$ cat src/rtl/uirq_pkg.sv
package uirq_pkg;
  localparam int NSRC   = 4;
  localparam int IDW    = 2;
  localparam int IIRW   = IDW + 1;
  localparam int SRC_RX = 0;
  localparam int SRC_TX = 1;
  localparam int SRC_LS = 2;
  localparam int SRC_MS = 3;

  typedef enum logic [IDW-1:0] {
    ID_MS = 2'd0,
    ID_TX = 2'd1,
    ID_RX = 2'd2,
    ID_LS = 2'd3
  } irq_id_e;
endpackage

$ cat src/rtl/uirq_latch.sv
module uirq_latch (
  input  logic clk,
  input  logic rst,
  input  logic en_next,
  input  logic raise,
  input  logic ack,
  output logic act_q
);
  logic pend_q;
  logic held;

  // a cause is outstanding if raised now or kept from before and not discharged
  assign held = raise | ((act_q | pend_q) & ~ack);

  always_ff @(posedge clk) begin
    if (rst) begin
      act_q  <= 1'b0;
      pend_q <= 1'b0;
    end else begin
      act_q  <= en_next & held;
      pend_q <= ~en_next & held;
    end
  end

  AST_ACT_PEND_EXCL: assert property (@(posedge clk) disable iff (rst)
    !(act_q && pend_q));
  AST_PEND_WAKE: assert property (@(posedge clk) disable iff (rst)
    (pend_q && en_next && !ack) |=> act_q);
  AST_RAISE_WINS: assert property (@(posedge clk) disable iff (rst)
    (raise && ack && en_next) |=> act_q);
endmodule

$ cat src/rtl/uirq_txsrc.sv
module uirq_txsrc (
  input  logic clk,
  input  logic rst,
  input  logic en_now,
  input  logic en_next,
  input  logic thr_empty,
  input  logic thr_load,
  input  logic clr,
  output logic act_q
);
  logic wake;
  logic keep;

  assign wake = en_next & ~en_now & thr_empty;
  assign keep = act_q & ~clr;

  always_ff @(posedge clk) begin
    if (rst) act_q <= 1'b0;
    else     act_q <= en_next & (thr_load | wake | keep);
  end

  AST_TX_OFF: assert property (@(posedge clk) disable iff (rst)
    !en_next |=> !act_q);
  AST_TX_QUIET: assert property (@(posedge clk) disable iff (rst)
    (!act_q && !thr_load && !(en_next && !en_now)) |=> !act_q);
  AST_TX_CLR: assert property (@(posedge clk) disable iff (rst)
    (clr && !thr_load && !(en_next && !en_now)) |=> !act_q);
endmodule

$ cat src/rtl/uirq_prio.sv
module uirq_prio
  import uirq_pkg::*;
(
  input  logic            clk,
  input  logic            rst,
  input  logic [NSRC-1:0] act,
  input  logic            out2,
  output logic [IIRW-1:0] iir_q,
  output logic            irq
);
  logic           out2_q;
  logic [IDW-1:0] code;
  logic           any;

  always_ff @(posedge clk) begin
    if (rst) out2_q <= 1'b0;
    else     out2_q <= out2;
  end

  always_comb begin
    any = |act;
    if (act[SRC_LS])      code = ID_LS;
    else if (act[SRC_RX]) code = ID_RX;
    else if (act[SRC_TX]) code = ID_TX;
    else                  code = ID_MS;
    iir_q = {code, ~any};
  end

  assign irq = out2_q & any;
endmodule

$ cat src/rtl/uart_irq_ctrl.sv
module uart_irq_ctrl
  import uirq_pkg::*;
(
  input  logic            clk,
  input  logic            rst,
  input  logic            ier_wr,
  input  logic [NSRC-1:0] ier_wdata,
  input  logic            iir_rd,
  input  logic            thr_wr,
  input  logic            thr_load,
  input  logic            thr_empty,
  input  logic            rx_evt,
  input  logic            ls_evt,
  input  logic            ms_evt,
  input  logic            ovr_evt,
  input  logic            rx_ack,
  input  logic            ls_ack,
  input  logic            ms_ack,
  input  logic            out2,
  output logic [NSRC-1:0] ier_q,
  output logic [IIRW-1:0] iir_q,
  output logic            irq
);
  logic [NSRC-1:0] ier_n;
  logic [NSRC-1:0] raise;
  logic [NSRC-1:0] ack;
  logic [NSRC-1:0] act;

  assign ier_n = ier_wr ? ier_wdata : ier_q;

  always_ff @(posedge clk) begin
    if (rst) ier_q <= '0;
    else     ier_q <= ier_n;
  end

  assign raise[SRC_RX] = rx_evt | ovr_evt;
  assign raise[SRC_LS] = ls_evt | ovr_evt;
  assign raise[SRC_MS] = ms_evt;
  assign raise[SRC_TX] = thr_load;
  assign ack[SRC_RX]   = rx_ack;
  assign ack[SRC_LS]   = ls_ack;
  assign ack[SRC_MS]   = ms_ack;
  assign ack[SRC_TX]   = thr_wr | iir_rd;

  for (genvar g = 0; g < NSRC; g++) begin : g_src
    if (g == SRC_TX) begin : g_tx
      uirq_txsrc u_tx (
        .clk       (clk),
        .rst       (rst),
        .en_now    (ier_q[g]),
        .en_next   (ier_n[g]),
        .thr_empty (thr_empty),
        .thr_load  (raise[g]),
        .clr       (ack[g]),
        .act_q     (act[g])
      );
    end else begin : g_lat
      uirq_latch u_lat (
        .clk     (clk),
        .rst     (rst),
        .en_next (ier_n[g]),
        .raise   (raise[g]),
        .ack     (ack[g]),
        .act_q   (act[g])
      );
    end
  end

  uirq_prio u_prio (
    .clk   (clk),
    .rst   (rst),
    .act   (act),
    .out2  (out2),
    .iir_q (iir_q),
    .irq   (irq)
  );

  AST_ACT_NEEDS_EN: assert property (@(posedge clk) disable iff (rst)
    (act & ~ier_q) == '0);
  AST_IIR_IDLE: assert property (@(posedge clk) disable iff (rst)
    (act == '0) |-> (iir_q == 3'b001));
  AST_IRQ_NEEDS_ACT: assert property (@(posedge clk) disable iff (rst)
    irq |-> (act != '0));
  AST_IRQ_OUT2: assert property (@(posedge clk) disable iff (rst)
    !$past(out2) |-> !irq);
endmodule

$ cat config.mk
export PLATFORM = sky130hd
export DESIGN_NAME = uart_irq_ctrl
export DESIGN_NICKNAME = d
export VERILOG_FILES = /design/src/rtl/uirq_pkg.sv /design/src/rtl/uirq_latch.sv /design/src/rtl/uirq_txsrc.sv /design/src/rtl/uirq_prio.sv /design/src/rtl/uart_irq_ctrl.sv
export SDC_FILE = /design/constraint.sdc
export NUM_CORES = 1
export LEC_CHECK = 0
export ABC_AREA = 1
export BUFFER_PORTS_ARGS = -buffer_cell sky130_fd_sc_hd__buf_2
export CAP_MARGIN = 20
export CORE_AREA = 2 2 39 41
export DETAILED_ROUTE_END_ITERATION = 10
export DIE_AREA = 0 0 41 43
export HOLD_SLACK_MARGIN = 0.02
export MAX_ROUTING_LAYER = met4
export PLACE_DENSITY = 0.74
export SYNTH_ARGS = -nofsm -noshare
export SYNTH_HDL_FRONTEND = slang
export SYNTH_SLANG_ARGS = --single-unit
$ cat constraint.sdc
create_clock -name clk -period 2.15 [get_ports clk]
set_input_delay 0.1075 -clock clk [delete_from_list [all_inputs] [get_ports clk]]
set_output_delay 0.1075 -clock clk [all_outputs]
set_load 0.01 [all_outputs]
==> results of run 1 <==
[worst reg2reg max path, cell delays in order (launching register included)]
cell,delay [ns]
dfxtp_1,0.31
inv_1,0.07
nand2_1,0.05
a21oi_1,0.17
nor2_1,0.05
[cell families after synthesis]
| logic type | after synthesis |
|---|---|
| AND/OR/NAND/NOR | 42 |
| buffers and inverters | 18 |
| AO/OA/AOI/OAI | 3 |
| flip-flops | 12 |
[layer usage]
layer,up-vias,wire length [um]
met5,-,0
met4,0,14
met3,2,88
met2,20,485
met1,202,463
li1,279,-
[layout make-up]
cell class	count	area [um2]	share of cell area, %
timing repair buffer	26	130	19.0
inverter	17	68.8	10.1
sequential	12	240	35.2
multi-input combinational	45	188	27.5
clock buffer	4	36.3	5.31
tap	16	20.0	2.93
[path summary, 6_finish.rpt]
kind / from / endpoint / slack, ns
worst max-delay path: g_src[0].g_lat.u_lat.act_q / iir_q[0] / 0.98
worst min-delay path: out2 / u_prio.out2_q / 0.05
worst max register to register: g_src[3].g_lat.u_lat.act_q / g_src[3].g_lat.u_lat.act_q / 1.39
worst min register to register: ier_q[3] / g_src[3].g_lat.u_lat.pend_q / 0.55
[power groups by stage]
stage	registers (mW)	clock network (mW)	logic (mW)
global route	0.243	0.191	0.0868
global placement	0.246	0	0.0753
finish	0.242	0.177	0.0764
CTS	0.242	0.180	0.0774
detailed placement	0.247	0	0.0770
floorplan	0.248	0	0.0423
[metrics by stage]
stage	utilization (%)	cells	total power [mW]
after floorplan	-	75	0.290
after global placement	46.7	116	0.322
after detailed placement	46.7	116	0.324
after CTS	49.4	120	0.499
after global routing	49.4	120	0.520
final	49.4	120	0.495
[cells in the mapped netlist, drive strengths merged]
library cell  count  area (um2)
a21oi             1        5.00
or2               2        12.5
dfxtp            12         240
nor3              1        5.00
buf               1        7.51
nand2            18        67.6
inv              17        68.8
nor2             17        63.8
a31oi             1        6.26
nand3             4        20.0
o21bai            1        7.51
[sequential cells by signal, indices dropped and copies added, names as in the netlist]
name	flops
ier_q	4
g_src.g_lat.u_lat.act_q	3
g_src.g_lat.u_lat.pend_q	3
u_prio.out2_q	1
g_src.g_tx.u_tx.act_q	1
==> results.md, run 1 <==
- CP Depth: 4
- Cell count of the worst hold path: 3
- Detailed-route wire length per cell: 8.76 um
- CP max FO: 3
- Post-synthesis xor/xnor area fraction: 0%
- Fraction of layout instances using a drive strength above 1: 30.8%
- Initial Utilization: 36.4%
- Layer with the highest usage: met2
- LEAKAGE: 0.417 nW
- Finished layout cell area: 683 um2
- Final WL: 1050 um
- Via count of the first global-routing pass: 405
- Main combinational cell family by area after synthesis: simple AND/OR/NAND/NOR gates
- Simple logic cell fraction of the synthesized area: 33.5%
- Tmin final: 1.17 ns
- Cell area after technology mapping: 504 um2
- Sw Share: 24.4%
- Number of DRC violations after detailed-routing iteration 0: 5
- Crit path launch type: register
- Count of endpoints failing setup in the final report: 0
- Clock share of power: 35.7%
- Drc violations: 0
- Vias after detailed routing: 503
- Sequential share of the synthesized area: 47.6%
- Result of the run: completed
- Maximum cell stage delay along the critical path: 0.33 ns
- Met3 usage in global routing: 4.71%
- Post-detailed-placement cell area: 647 um2
- Met2 track demand over resource in global routing: 20.0%
- Place WS: 1.27 ns
- Die area: 1760 um2
- Type of the setup path with the least slack: register to output pin
- Number of unique standard cell types used by synthesis: 13
- Root buffer selected by CTS: clkbuf_4
- Max_slew headroom: 88.3%
- Grt total ovfl: 0
- NetSw: 0.121 mW
- RD Place Congestion: 0.724
- Worst-skew pair later-pin latency: 0.27 ns
- Synth Instances: 75
- Crit path required time: 2.04 ns
- Crit path buffers/inverters: 2
- Number of antenna violations at the first check in global routing: 0
- Most common cell after layout, fill and taps aside: buf_2
- Synth-to-Final Area Change: 35.5%
- Largest net degree at the start of global routing: 8
- Portion of total power attributed to sequential cells: 48.8%
- Core Area: 1380 um2
- Gate family responsible for the most delay along the worst path: flip-flops
- Y dimension of the die: 43 um
- Share of the cycle needed by the critical path after routing: 54.6%
- Drt first pass iters: 4
- CTS hold repair buffers: 0
- Wire length of the first global-routing pass: 1420 um
- Flip-flop and latch count after synthesis: 12
- Peak supply drop: 254 uV
- Number of cells traversed by the worst register-to-register path: 4
- Global routing usage on met1: 12.6%
- Layout filler cell count: 146
- Total negative setup slack: 0 ns
- Synthesized Nets: 94
- Mux cell area share after synthesis: 0%
- Compound-cell area share of the yosys netlist: 3.72%
- Kind of capture point of the worst setup path: output pin
- Measured slew at the worst slew-check pin: 0.176 ns
- Post-detail-place hpwl: 852 um
- Syn_area_per_cell: 6.72 um2
- Count of antenna diodes in the layout: 0
- CTS H-tree depth: 1
- Internal Pwr Total: 0.374 mW
- Crit-path cells: nor2_1 -> inv_1 -> nor3_1 -> buf_2
- Avg Vias per Cell: 4.19
- Max-slew violation count: 0
- Power share of the combinational group: 15.4%
- Row count: 14
- Worst hold margin: 0.0518 ns
- Number of warnings reported in the yosys synthesis log: 0
- Adder-cell share of the synthesized area: 0%
- Deepest clock path buffer count: 2
- Final hold violations: 0
- Final ANT Viol Nets: 0
- Total GRT Usage: 13.1%
- CTS clock-pin slew for the worst setup and hold paths: 0.07 ns
- Clk sink count: 12
- Pwr Density: 724 nW/um2
- TritonCTS Buffers: 3
- Setup skew after layout: 0.00371 ns
- Cell at the slowest stage of the critical path: dfxtp_1
- Count of maximum capacitance violations: 0
- Number of top-level pins: 27
- Highest-count cells in the layout ignoring fill and taps: buf_2 (26), nand2_1 (18), nor2_1 (17)
- Overall die width: 41 um
- Count of nets after finishing: 124
- Max Clock Freq: 851 MHz
- Path category of the worst min-delay check: input pin to register
- Unrepaired setup endpoints after global routing: false
- CTS tree: done
- Worst Slack Setup Final: 0.975 ns
- Number of buffers added on ports: 26
- Post-CTS Resized: 0
- Worst Path Arrival: 1.07 ns
- Post-CTS setup buffer count: 0
No activity file was read; power rests on OpenSTA's default activity.
==> run 2: changes to the inputs <==
==> constraint.sdc (replaced) <==
create_clock -name clk -period 1.1 [get_ports clk]
set_input_delay 0.055 -clock clk [delete_from_list [all_inputs] [get_ports clk]]
set_output_delay 0.055 -clock clk [all_outputs]
set_load 0.01 [all_outputs]
==> run 2 against run 1 <==
  * Final cell count grew 3.3%
  * Setup slack lost 0.97 ns
  * Die area is the same
  * Critical endpoint is now irq
  * Largest power group unchanged
==> results.md, run 2 (same netlist as run 1, synthesis figures left out) <==
- Final instance count without filler cells: 124 (was 120)
- Core Area: 1380 um2 (unchanged)
- Clock share of power: 28.7% (was 35.7%)
- Type of the setup path with the least slack: register to output pin (unchanged)
- Kind of capture point of the worst setup path: output pin (unchanged)
- Path category of the worst min-delay check: input pin to register (unchanged)
- CTS tree: done (unchanged)
- Deepest clock path buffer count: 2 (unchanged)
- Die area: 1760 um2 (unchanged)
- Unrepaired setup endpoints after global routing: true (was false)
- Synth-to-Final Area Change: 45.9% (was 35.5%)
- Count of maximum capacitance violations: 0 (unchanged)
- Via count of the first global-routing pass: 443 (was 405)
- Post-detailed-placement cell area: 647 um2 (unchanged)
- Drc violations: 0 (unchanged)
- Number of DRC violations after detailed-routing iteration 0: 5 (unchanged)
- Fraction of layout instances using a drive strength above 1: 35.2% (was 30.8%)
- Maximum cell stage delay along the critical path: 0.36 ns (was 0.33 ns)
- Y dimension of the die: 43 um (unchanged)
- Cell at the slowest stage of the critical path: dfxtp_2 (was dfxtp_1)
- Total negative setup slack: 0 ns (unchanged)
- Root buffer selected by CTS: clkbuf_4 (unchanged)
- Crit path required time: 1.04 ns (was 2.04 ns)
- Grt total ovfl: 0 (unchanged)
- NetSw: 0.232 mW (was 0.121 mW)
- Worst-skew pair later-pin latency: 0.26 ns (was 0.27 ns)
- Share of the cycle needed by the critical path after routing: 100%
- Pwr Density: 1230 nW/um2 (was 724 nW/um2)
- Clk sink count: 12 (unchanged)
- CTS clock-pin slew for the worst setup and hold paths: 0.07 ns (about the same)
- Sw Share: 25.6% (was 24.4%)
- Final WL: 1080 um (was 1050 um)
- Number of antenna violations at the first check in global routing: 0 (unchanged)
- Max-slew violation count: 0 (unchanged)
- Most common cell after layout, fill and taps aside: buf_2 (unchanged)
- TritonCTS Buffers: 3 (unchanged)
- RD Place Congestion: 0.728 (was 0.724)
- Count of antenna diodes in the layout: 0 (unchanged)
- Final hold violations: 0 (unchanged)
- Internal Pwr Total: 0.674 mW (was 0.374 mW)
- LEAKAGE: 0.436 nW (was 0.417 nW)
- Placed Instances: 116 (unchanged)
- Count of nets after finishing: 129 (was 124)
- Number of buffers added on ports: 26 (unchanged)
- Overall die width: 41 um (unchanged)
- Initial Utilization: 36.4% (unchanged)
- Avg Vias per Cell: 4.18 (was 4.19)
- Largest net degree at the start of global routing: 8 (unchanged)
- Portion of total power attributed to sequential cells: 52.3% (was 48.8%)
- Measured slew at the worst slew-check pin: 0.193 ns (was 0.176 ns)
- Max Clock Freq: 909 MHz
- Result of the run: completed (unchanged)
- Highest-count cells in the layout ignoring fill and taps: buf_2 (26), nand2_1 (18), nor2_1 (16) (was buf_2 (26), nand2_1 (18), nor2_1 (17))
- CP max FO: 3 (unchanged)
- Power share of the combinational group: 19.0% (was 15.4%)
- Max_slew headroom: 87.1% (was 88.3%)
- Setup skew after layout: 0.000237 ns (was 0.00371 ns)
- Crit path launch type: register (unchanged)
- Crit-path cells: nor2_4 -> buf_4 -> a31oi_1 -> buf_2 (was nor2_1 -> inv_1 -> nor3_1 -> buf_2)
- Register with the highest flop count: ier_q (unchanged)
- Number of top-level pins: 27 (unchanged)
- Combined area of the multi-input logic cells: 200 um2 (was 188 um2)
- Vias after detailed routing: 518 (was 503)
- Row count: 14 (unchanged)
- Final ANT Viol Nets: 0 (unchanged)
- Post-detail-place hpwl: 822 um (was 852 um)
- Registers with the highest flip-flop counts: ier_q: 4 flops, g_src.g_lat.u_lat.act_q: 3 flops, g_src.g_lat.u_lat.pend_q: 3 flops (unchanged)
- Wire length of the first global-routing pass: 1590 um (was 1420 um)
- Reg area: 245 um2 (was 240 um2)
- Max reg flops: 4 (unchanged)
- Total GRT Usage: 14.1% (was 13.1%)
- Finished layout cell area: 736 um2 (was 683 um2)
- Tmin final: 1.10 ns
- Layout filler cell count: 142 (was 146)
- Detailed-route wire length per cell: 8.67 um (was 8.76 um)
- Count of endpoints failing setup in the final report: 0 (unchanged)
- Drt first pass iters: 4 (unchanged)
- Worst Path Arrival: 1.04 ns (was 1.07 ns)
- Peak supply drop: 433 uV (was 254 uV)
- CTS H-tree depth: 1 (unchanged)
==> run 2: metrics by stage <==
step                      setup WS (ns)  hold WS (ns)  util (%)  power (mW)
after CTS                       0.00386        0.0666      50.8       0.896
after global routing            -0.0740        0.0868      53.2       0.959
final                          0.000377        0.0707      53.2       0.906
after detailed placement          0.266         0.277      46.7       0.633
after global placement            0.296         0.255      46.7       0.629
after floorplan                   0.264         0.126         -       0.567
==> run 2: final cells by class <==
cell class	count	share of cell area, %
Sequential cell	12	33.3
Multi-Input combinational cell	45	27.2
Timing Repair Buffer	31	24.3
Inverter	17	9.35
Clock buffer	3	3.06
Tap cell	16	2.72
==> run 2: worst paths after layout <==
path / slack (ns) / depth (start not counted) / startpoint / end
setup / recovery: 0.0004 / 4 / g_src[2].g_lat.u_lat.act_q / irq
hold / removal: 0.07 / 4 / thr_wr / g_src[1].g_tx.u_tx.act_q
setup reg to reg: 0.23 / 5 / g_src[0].g_lat.u_lat.act_q / g_src[0].g_lat.u_lat.pend_q
hold reg to reg: 0.54 / 3 / ier_q[0] / g_src[0].g_lat.u_lat.pend_q
==> run 2: critical path, delay by kind of cell, from the launching register on <==
kind / cells / cell delay, ns
flops: 1 / 0.36
buf+inv: 2 / 0.27
compound gates: 1 / 0.11
simple gates: 1 / 0.05
==> run 2: power by group through the flow <==
stage | Combinational (mW) | Sequential (mW) | Clock, mW
after floorplan | 0.0828 | 0.484 | 0
after global routing | 0.197 | 0.477 | 0.285
after CTS | 0.160 | 0.473 | 0.263
after detailed placement | 0.150 | 0.482 | 0
after global placement | 0.147 | 0.482 | 0
final | 0.172 | 0.474 | 0.260
==> run 2: timing repair <==
action / CTS / global route
setup buffers: 0 / 2
endpoints found under the hold margin: 3 / 0
hold buffers: 3 / 0
pin swaps: 0 / 3
resized for setup: 2 / 6
endpoints found under the setup margin: 1 / 1
==> run 2: routing by layer <==
metal / wire length [um] / share of wire, % / global-route usage (%) / vias to the layer above
li1: - / - / - / 286
met1: 468 / 44 / 15.2 / 204
met2: 482 / 45 / 22.5 / 24
met3: 106 / 9.9 / 3.14 / 4
met4: 17 / 1.6 / 8.00 / 0
met5: 0 / 0 / - / -
